$ cat config.mk
export PLATFORM = sky130hd
export DESIGN_NAME = ipt_ctrl
export DESIGN_NICKNAME = d
export VERILOG_FILES = /design/src/rtl/ipt_pkg.sv /design/src/rtl/ipt_rise_det.sv /design/src/rtl/ipt_ign_ctr.sv /design/src/rtl/ipt_ctl_reg.sv /design/src/rtl/ipt_ctrl.sv
export SDC_FILE = /design/constraint.sdc
export NUM_CORES = 1
export LEC_CHECK = 0
export BUFFER_PORTS_ARGS = -buffer_cell sky130_fd_sc_hd__buf_2
export CORE_MARGIN = 1
export CORE_UTILIZATION = 30
export CTS_CLUSTER_DIAMETER = 30
export DETAILED_ROUTE_END_ITERATION = 10
export PLACE_DENSITY = 0.55
export SYNTH_ARGS = -nofsm -noshare
export SYNTH_HDL_FRONTEND = slang
export SYNTH_SLANG_ARGS = --single-unit
$ cat constraint.sdc
create_clock -name clk -period 2.1 [get_ports clk]
set_input_delay 0.315 -clock clk [delete_from_list [all_inputs] [get_ports clk]]
set_output_delay 0.315 -clock clk [all_outputs]
set_load 0.005 [all_outputs]
$ cat src/rtl/ipt_pkg.sv
package ipt_pkg;

    localparam int WORD_W      = 64;
    localparam int CPU_IDX_W   = 2;
    localparam int FLD_W       = 4;

    // bit positions that software and the per-CPU outputs decode
    localparam int ITI_LO      = 4;
    localparam int IPI_LO      = 8;
    localparam int REQ_LO      = 12;
    localparam int WIN_LO      = 16;
    localparam int TAG_LO      = 20;
    localparam int ARB_CLR_BIT = 20;
    localparam int RW_LO       = 40;

    localparam logic [WORD_W-1:0] W1C_MASK = 64'h0000_0000_1000_0FF0;

    typedef struct packed {
        logic [WORD_W-1:0] word;
    } ctl_state_t;

    // bits of the control word that hold state for n processors
    function automatic logic [WORD_W-1:0] keep_mask(int n);
        logic [WORD_W-1:0] m;
        m = '0;
        for (int i = 0; i < n; i++) begin
            m[ITI_LO+i] = 1'b1;
            m[IPI_LO+i] = 1'b1;
        end
        m[WIN_LO +: FLD_W] = '1;
        m[TAG_LO +: FLD_W] = '1;
        m[RW_LO  +: FLD_W] = '1;
        return m;
    endfunction

endpackage

$ cat src/rtl/ipt_rise_det.sv
module ipt_rise_det (
    input  logic clk,
    input  logic rst_n,
    input  logic tick_i,
    output logic rise_o
);
    logic tick_d, tick_q;

    always_comb begin
        tick_d = tick_i;
        rise_o = tick_i & ~tick_q;
    end

    always_ff @(posedge clk or negedge rst_n) begin
        if (!rst_n) tick_q <= 1'b0;
        else        tick_q <= tick_d;
    end

    AST_SINGLE_RISE: assert property (@(posedge clk) disable iff (!rst_n)
        rise_o |=> !rise_o);

endmodule

$ cat src/rtl/ipt_ign_ctr.sv
module ipt_ign_ctr #(
    parameter int CNT_W = 24
) (
    input  logic             clk,
    input  logic             rst_n,
    input  logic             ld_i,
    input  logic [CNT_W-1:0] ld_val_i,
    input  logic             tick_i,
    output logic [CNT_W-1:0] cnt_o,
    output logic             ovf_o,
    output logic             set_iti_o
);
    typedef struct packed {
        logic             ovf;
        logic [CNT_W-1:0] cnt;
    } ign_state_t;

    ign_state_t st_d, st_q;

    always_comb begin
        st_d      = st_q;
        set_iti_o = 1'b0;
        if (ld_i) begin
            st_d.cnt = ld_val_i;
            st_d.ovf = 1'b0;
        end else if (tick_i) begin
            st_d.cnt  = st_q.cnt - 1'b1;
            st_d.ovf  = st_q.ovf | (st_q.cnt == '0);
            set_iti_o = st_d.ovf;
        end
    end

    always_ff @(posedge clk or negedge rst_n) begin
        if (!rst_n) st_q <= '0;
        else        st_q <= st_d;
    end

    assign cnt_o = st_q.cnt;
    assign ovf_o = st_q.ovf;

    AST_LOAD_CLEARS_OVF: assert property (@(posedge clk) disable iff (!rst_n)
        ld_i |=> (!ovf_o && cnt_o == $past(ld_val_i)));
    AST_OVF_STICKY: assert property (@(posedge clk) disable iff (!rst_n)
        (ovf_o && !ld_i) |=> ovf_o);
    AST_HOLD_NO_TICK: assert property (@(posedge clk) disable iff (!rst_n)
        (!ld_i && !tick_i) |=> $stable(cnt_o));

endmodule

$ cat src/rtl/ipt_ctl_reg.sv
module ipt_ctl_reg
    import ipt_pkg::*;
#(
    parameter int NCPU = 4
) (
    input  logic              clk,
    input  logic              rst_n,
    input  logic              we_i,
    input  logic [WORD_W-1:0] wdata_i,
    input  logic [NCPU-1:0]   tmr_set_i,
    output logic [WORD_W-1:0] word_o
);
    localparam logic [WORD_W-1:0] KEEP = keep_mask(NCPU);

    ctl_state_t st_d, st_q;

    always_comb begin
        st_d = st_q;
        if (we_i) begin
            st_d.word = st_q.word & ~(wdata_i & W1C_MASK);
            if (wdata_i[ARB_CLR_BIT]) begin
                st_d.word[WIN_LO +: 2*FLD_W] = '0;
            end else begin
                st_d.word[TAG_LO +: FLD_W] = st_d.word[TAG_LO +: FLD_W] | wdata_i[TAG_LO +: FLD_W];
                if (st_d.word[WIN_LO +: FLD_W] == '0)
                    st_d.word[WIN_LO +: FLD_W] = wdata_i[WIN_LO +: FLD_W];
            end
            for (int i = 0; i < NCPU; i++) begin
                if (wdata_i[REQ_LO+i]) st_d.word[IPI_LO+i] = 1'b1;
            end
            st_d.word[RW_LO +: FLD_W] = wdata_i[RW_LO +: FLD_W];
        end
        for (int i = 0; i < NCPU; i++) begin
            if (tmr_set_i[i]) st_d.word[ITI_LO+i] = 1'b1;
        end
        st_d.word = st_d.word & KEEP;
    end

    always_ff @(posedge clk or negedge rst_n) begin
        if (!rst_n) st_q <= '0;
        else        st_q <= st_d;
    end

    assign word_o = st_q.word;

    AST_ITI_NO_WRITE_SET: assert property (@(posedge clk) disable iff (!rst_n)
        ((word_o[ITI_LO +: NCPU] & ~$past(word_o[ITI_LO +: NCPU]) & ~$past(tmr_set_i)) == '0));
    AST_TIMER_WINS: assert property (@(posedge clk) disable iff (!rst_n)
        ((word_o[ITI_LO +: NCPU] & $past(tmr_set_i)) == $past(tmr_set_i)));
    AST_ARB_CLEAR: assert property (@(posedge clk) disable iff (!rst_n)
        (we_i && wdata_i[ARB_CLR_BIT]) |=> (word_o[WIN_LO +: 2*FLD_W] == '0));
    AST_REQ_SETS_IPI: assert property (@(posedge clk) disable iff (!rst_n)
        (we_i && wdata_i[REQ_LO]) |=> word_o[IPI_LO]);
    AST_RW_FIELD: assert property (@(posedge clk) disable iff (!rst_n)
        we_i |=> (word_o[RW_LO +: FLD_W] == $past(wdata_i[RW_LO +: FLD_W])));

endmodule

$ cat src/rtl/ipt_ctrl.sv
module ipt_ctrl
    import ipt_pkg::*;
#(
    parameter int NCPU  = 4,
    parameter int CNT_W = 24,
    localparam int ADDR_W = $clog2(NCPU + 1)
) (
    input  logic                 clk,
    input  logic                 rst_n,
    input  logic [ADDR_W-1:0]    bus_addr,
    input  logic [WORD_W-1:0]    bus_wdata,
    input  logic                 bus_we,
    input  logic [CPU_IDX_W-1:0] bus_rd_cpu,
    output logic [WORD_W-1:0]    bus_rdata,
    input  logic                 tick_in,
    output logic [NCPU-1:0]      ipi_o,
    output logic [NCPU-1:0]      iti_o
);
    localparam int PAD_W = WORD_W - CNT_W - 1;

    logic              tick_rise;
    logic [WORD_W-1:0] ctl_word;
    logic              ctl_we;
    logic [NCPU-1:0]   tmr_set;
    logic [NCPU-1:0]   ovf_w;
    logic [CNT_W-1:0]  cnt_w [NCPU];

    assign ctl_we = bus_we && (bus_addr == '0);

    ipt_rise_det u_rise (
        .clk    (clk),
        .rst_n  (rst_n),
        .tick_i (tick_in),
        .rise_o (tick_rise)
    );

    for (genvar g = 0; g < NCPU; g++) begin : g_ign
        logic ld;
        assign ld = bus_we && (bus_addr == ADDR_W'(g + 1));
        ipt_ign_ctr #(.CNT_W(CNT_W)) u_ctr (
            .clk       (clk),
            .rst_n     (rst_n),
            .ld_i      (ld),
            .ld_val_i  (bus_wdata[CNT_W-1:0]),
            .tick_i    (tick_rise),
            .cnt_o     (cnt_w[g]),
            .ovf_o     (ovf_w[g]),
            .set_iti_o (tmr_set[g])
        );
    end

    ipt_ctl_reg #(.NCPU(NCPU)) u_ctl (
        .clk       (clk),
        .rst_n     (rst_n),
        .we_i      (ctl_we),
        .wdata_i   (bus_wdata),
        .tmr_set_i (tmr_set),
        .word_o    (ctl_word)
    );

    always_comb begin
        bus_rdata = '0;
        if (bus_addr == '0) begin
            bus_rdata = ctl_word | {{(WORD_W-CPU_IDX_W){1'b0}}, bus_rd_cpu};
        end
        for (int i = 0; i < NCPU; i++) begin
            if (bus_addr == ADDR_W'(i + 1))
                bus_rdata = {{PAD_W{1'b0}}, ovf_w[i], cnt_w[i]};
        end
    end

    assign ipi_o = ctl_word[IPI_LO +: NCPU];
    assign iti_o = ctl_word[ITI_LO +: NCPU];

endmodule

==> impl_metrics.env <==
export IMPL_outcome="finished, violations left"
export IMPL_violations="negative setup slack"
export IMPL_ant_nets=0
export IMPL_ff2ff_path_depth=4
export IMPL_critPathKind="reg2reg"
export IMPL_ys_ff_latch=121
export IMPL_tightest_slew_ns=0.576
export IMPL_setup_ws_ns=-0.0184
export IMPL_antenna_found_initial=0
export IMPL_synthArstFlopShare_pct=100
export IMPL_crit_fanout=4
export IMPL_slew_headroom_pct=61.6
export IMPL_rows=58
export IMPL_powerDensity_nw_per_um2=1070
export IMPL_start_kind="flop"
export IMPL_place_hpwl_um=20400
export IMPL_fin_cells=1396
export IMPL_start_util_pct=30.9
export IMPL_grt_max_degree=66
export IMPL_postSynthCellCount=905
export IMPL_synth_cell_types=59
export IMPL_grt_total_usage_pct=20.9
export IMPL_fin_crit_sh_pct=101
export IMPL_io_pin_count=145
export IMPL_rsz0062_at_grt="yes"
export IMPL_syn2layout_area_growth_pct=26.7
export IMPL_dpl_cell_area_um2=9230
export IMPL_end_kind="flop"
export IMPL_cts_htree_levels=4
export IMPL_clk_latency_ns=0.42
export IMPL_crit_required_ns=2.45
export IMPL_cts_path_max_buffers=2
export IMPL_hp_class="in2reg"
export IMPL_wire_per_inst_um=19.4
export IMPL_drc=0
export IMPL_ys_warn_count=0
export IMPL_max_freq_mhz=472
export IMPL_r2r_setup_slack_ns=-0.02
export IMPL_arrival_ns=2.47
export IMPL_grt_pass1_wl_um=41600
export IMPL_final_setup_tns_ns=-0.0184
export IMPL_grt_overflow=0
export IMPL_cts_tree="done"
export IMPL_r2r_start="g_ign[0].u_ctr.cnt_o[19]"
export IMPL_cts_sinks=121
export IMPL_worst_clock_skew_ns=0.00905
export IMPL_fin_hold_ws_ns=0.121
export IMPL_timing_rr_end="g_ign[0].u_ctr.ovf_o"
export IMPL_min_period_ns=2.12
export IMPL_drive_gt1_share_pct=25.2
export IMPL_io_buffers=73
export IMPL_critPathLaunch="g_ign[0].u_ctr.cnt_o[19]"
export IMPL_ys_seq_area_share_pct=38.6
export IMPL_numCtsBuffers=17
export IMPL_path_clk_slew_ns=0.06
export IMPL_min_path_cells=1
export IMPL_fp_dieH_um=164
export IMPL_dr_pass1_iters=5
export IMPL_drv_slew=0
export IMPL_peakVddDrop_mv=0.495
export IMPL_power_mw=10.7
export IMPL_vias_per_cell=5.38
export IMPL_grt_pass1_vias=7027
export IMPL_avgSynthCellArea_um2=8.68
export IMPL_finalHoldViolations=0
export IMPL_fp_dieW_um=164
export IMPL_coreArea_um2=25400
export IMPL_die_area_um2=26800
export IMPL_ys_flop_type="dfrtp_1"
export IMPL_wirelength_um=27100
export IMPL_setup_viol=1
export IMPL_syn_area_um2=7850
export IMPL_setup_worst_path_end="g_ign[0].u_ctr.ovf_o"
export IMPL_drtIter0Drc=592
export IMPL_vias=7507
export IMPL_gp_congestion=0.899
export IMPL_fin_nets=1133
export IMPL_maxCapViolations=0
export IMPL_synth_edf_count=0
export IMPL_root_buffer="clkbuf_16"
export IMPL_final_area_um2=9950
export IMPL_placed_cells=1360
export IMPL_p_leak_nw=4.09
==> through the flow <==
step | utilization (%) | worst slack, ns
2_1_floorplan | - | 0.0285
3_3_place_gp | 36.3 | 0.00160
3_5_place_dp | 36.3 | -0.0105
4_1_cts | 38.9 | -0.0195
5_1_grt | 39.2 | -0.0616
6_report | 39.2 | -0.0184
==> timing repair <==
action	in CTS	in global routing
hold buffers	1	0
resized for setup	0	14
setup endpoints to repair	1	22
buffers inserted	0	2
pin swaps	0	4
endpoints found under the hold margin	39	0
==> logic make-up (layout without fill, tap and decap cells) <==
| group | after synthesis | after routing | share of synthesized area, % |
|---|---|---|---|
| buf+inv | 115 | 241 | 7.63 |
| flops | 121 | 121 | 38.6 |
| other cells | 1 | 36 | 0.0478 |
| xor+xnor | 39 | 39 | 4.35 |
| compound gates | 225 | 225 | 18.2 |
| fa+ha+maj | 8 | 8 | 1.27 |
| mux | 37 | 37 | 4.78 |
| simple gates | 359 | 359 | 25.2 |
==> report_power, final <==
group / switching, mW / internal, mW
combinational: 1.91 / 1.77
clock: 1.15 / 2.08
sequential: 0.764 / 3.02
==> cells in the mapped netlist, types with 4 or more instances <==
master	number	area [um2]
buf_1	6	22.5
nand2b_1	6	37.5
o211ai_1	7	52.6
dfrtp_1	121	3030
nor2b_1	9	56.3
nor3_1	19	95.1
nand3b_1	8	60.1
o21ai_0	51	255
a21oi_1	30	150
o31ai_1	30	225
nand3_1	25	125
nor2_1	89	334
a22oi_1	17	128
xor2_1	22	193
a22o_1	5	43.8
or4_1	34	255
mux2_2	4	45.0
and2_1	6	37.5
nand4b_1	6	52.6
nor4_1	11	68.8
buf_4	43	323
nand4_1	12	75.1
mux2i_1	33	330
or4b_2	6	60.1
nand2_1	78	293
ha_1	8	100
inv_1	13	48.8
a31oi_1	41	257
or3_1	21	131
o311ai_0	4	35.0
xnor2_1	17	149
o41ai_1	4	35.0
o22ai_1	27	169
or2_2	4	25.0
clkbuf_1	48	180
==> routing by layer <==
metal / GRT usage [%] / vias to the layer above / part of all wire, %
met5: 0 / - / 0
met4: 5.60 / 0 / 1.6
met2: 31.3 / 260 / 44
met1: 30.3 / 3637 / 48
li1: - / 3584 / -
met3: 4.07 / 26 / 6.4
==> worst max-delay path: stages, from the launching register on <==
cell and delay [ns]:
dfrtp_1 0.38, or4_4 0.55, or4_4 0.48, or4_4 0.50, a21oi_2 0.14
==> how the worst min path moves through the flow <==
| stage | start | endpoint | slack, ns |
|---|---|---|---|
| after floorplan | rst_n | g_ign[0].u_ctr.cnt_o[0] | 0.02 |
| after global placement | rst_n | g_ign[0].u_ctr.cnt_o[20] | 0.16 |
| after detailed placement | rst_n | g_ign[0].u_ctr.cnt_o[20] | 0.15 |
| after CTS | bus_wdata[43] | u_ctl.word_o[43] | 0.11 |
| after global routing | tick_in | u_rise.tick_q | 0.11 |
| final | tick_in | u_rise.tick_q | 0.12 |
==> layout make-up <==
class	instances	area, um2
Timing Repair Buffer	196	1370
Multi-Input combinational cell	703	4450
Clock buffer	21	470
Sequential cell	121	3030
Tap cell	330	413
Fill cell	2574	15400
Clock inverter	11	169
Antenna cell	1	2.50
Inverter	13	48.8
==> flip-flops by register name, indices dropped and copies added, names as in the netlist <==
signal             count
g_ign.u_ctr.ovf_o      4
u_rise.tick_q          1
g_ign.u_ctr.cnt_o     96
u_ctl.word_o          20
==> cells in the final DEF, fill, tap and decap left out, drive strengths merged, types with 13 or more instances in the layout <==
cell type | netlist | layout
buf | 52 | 195
nor2 | 89 | 89
conb | 1 | 35
a21oi | 31 | 31
xor2 | 22 | 22
nor3 | 19 | 19
a31oi | 41 | 41
xnor2 | 17 | 17
dfrtp | 121 | 121
o31ai | 30 | 30
o22ai | 27 | 27
or4 | 39 | 39
nand2 | 78 | 78
nand3 | 25 | 25
clkbuf | 50 | 21
mux2i | 33 | 33
a22oi | 17 | 17
inv | 13 | 13
or3 | 23 | 23
o21ai | 51 | 51
Power figures use the tool's default switching activity.
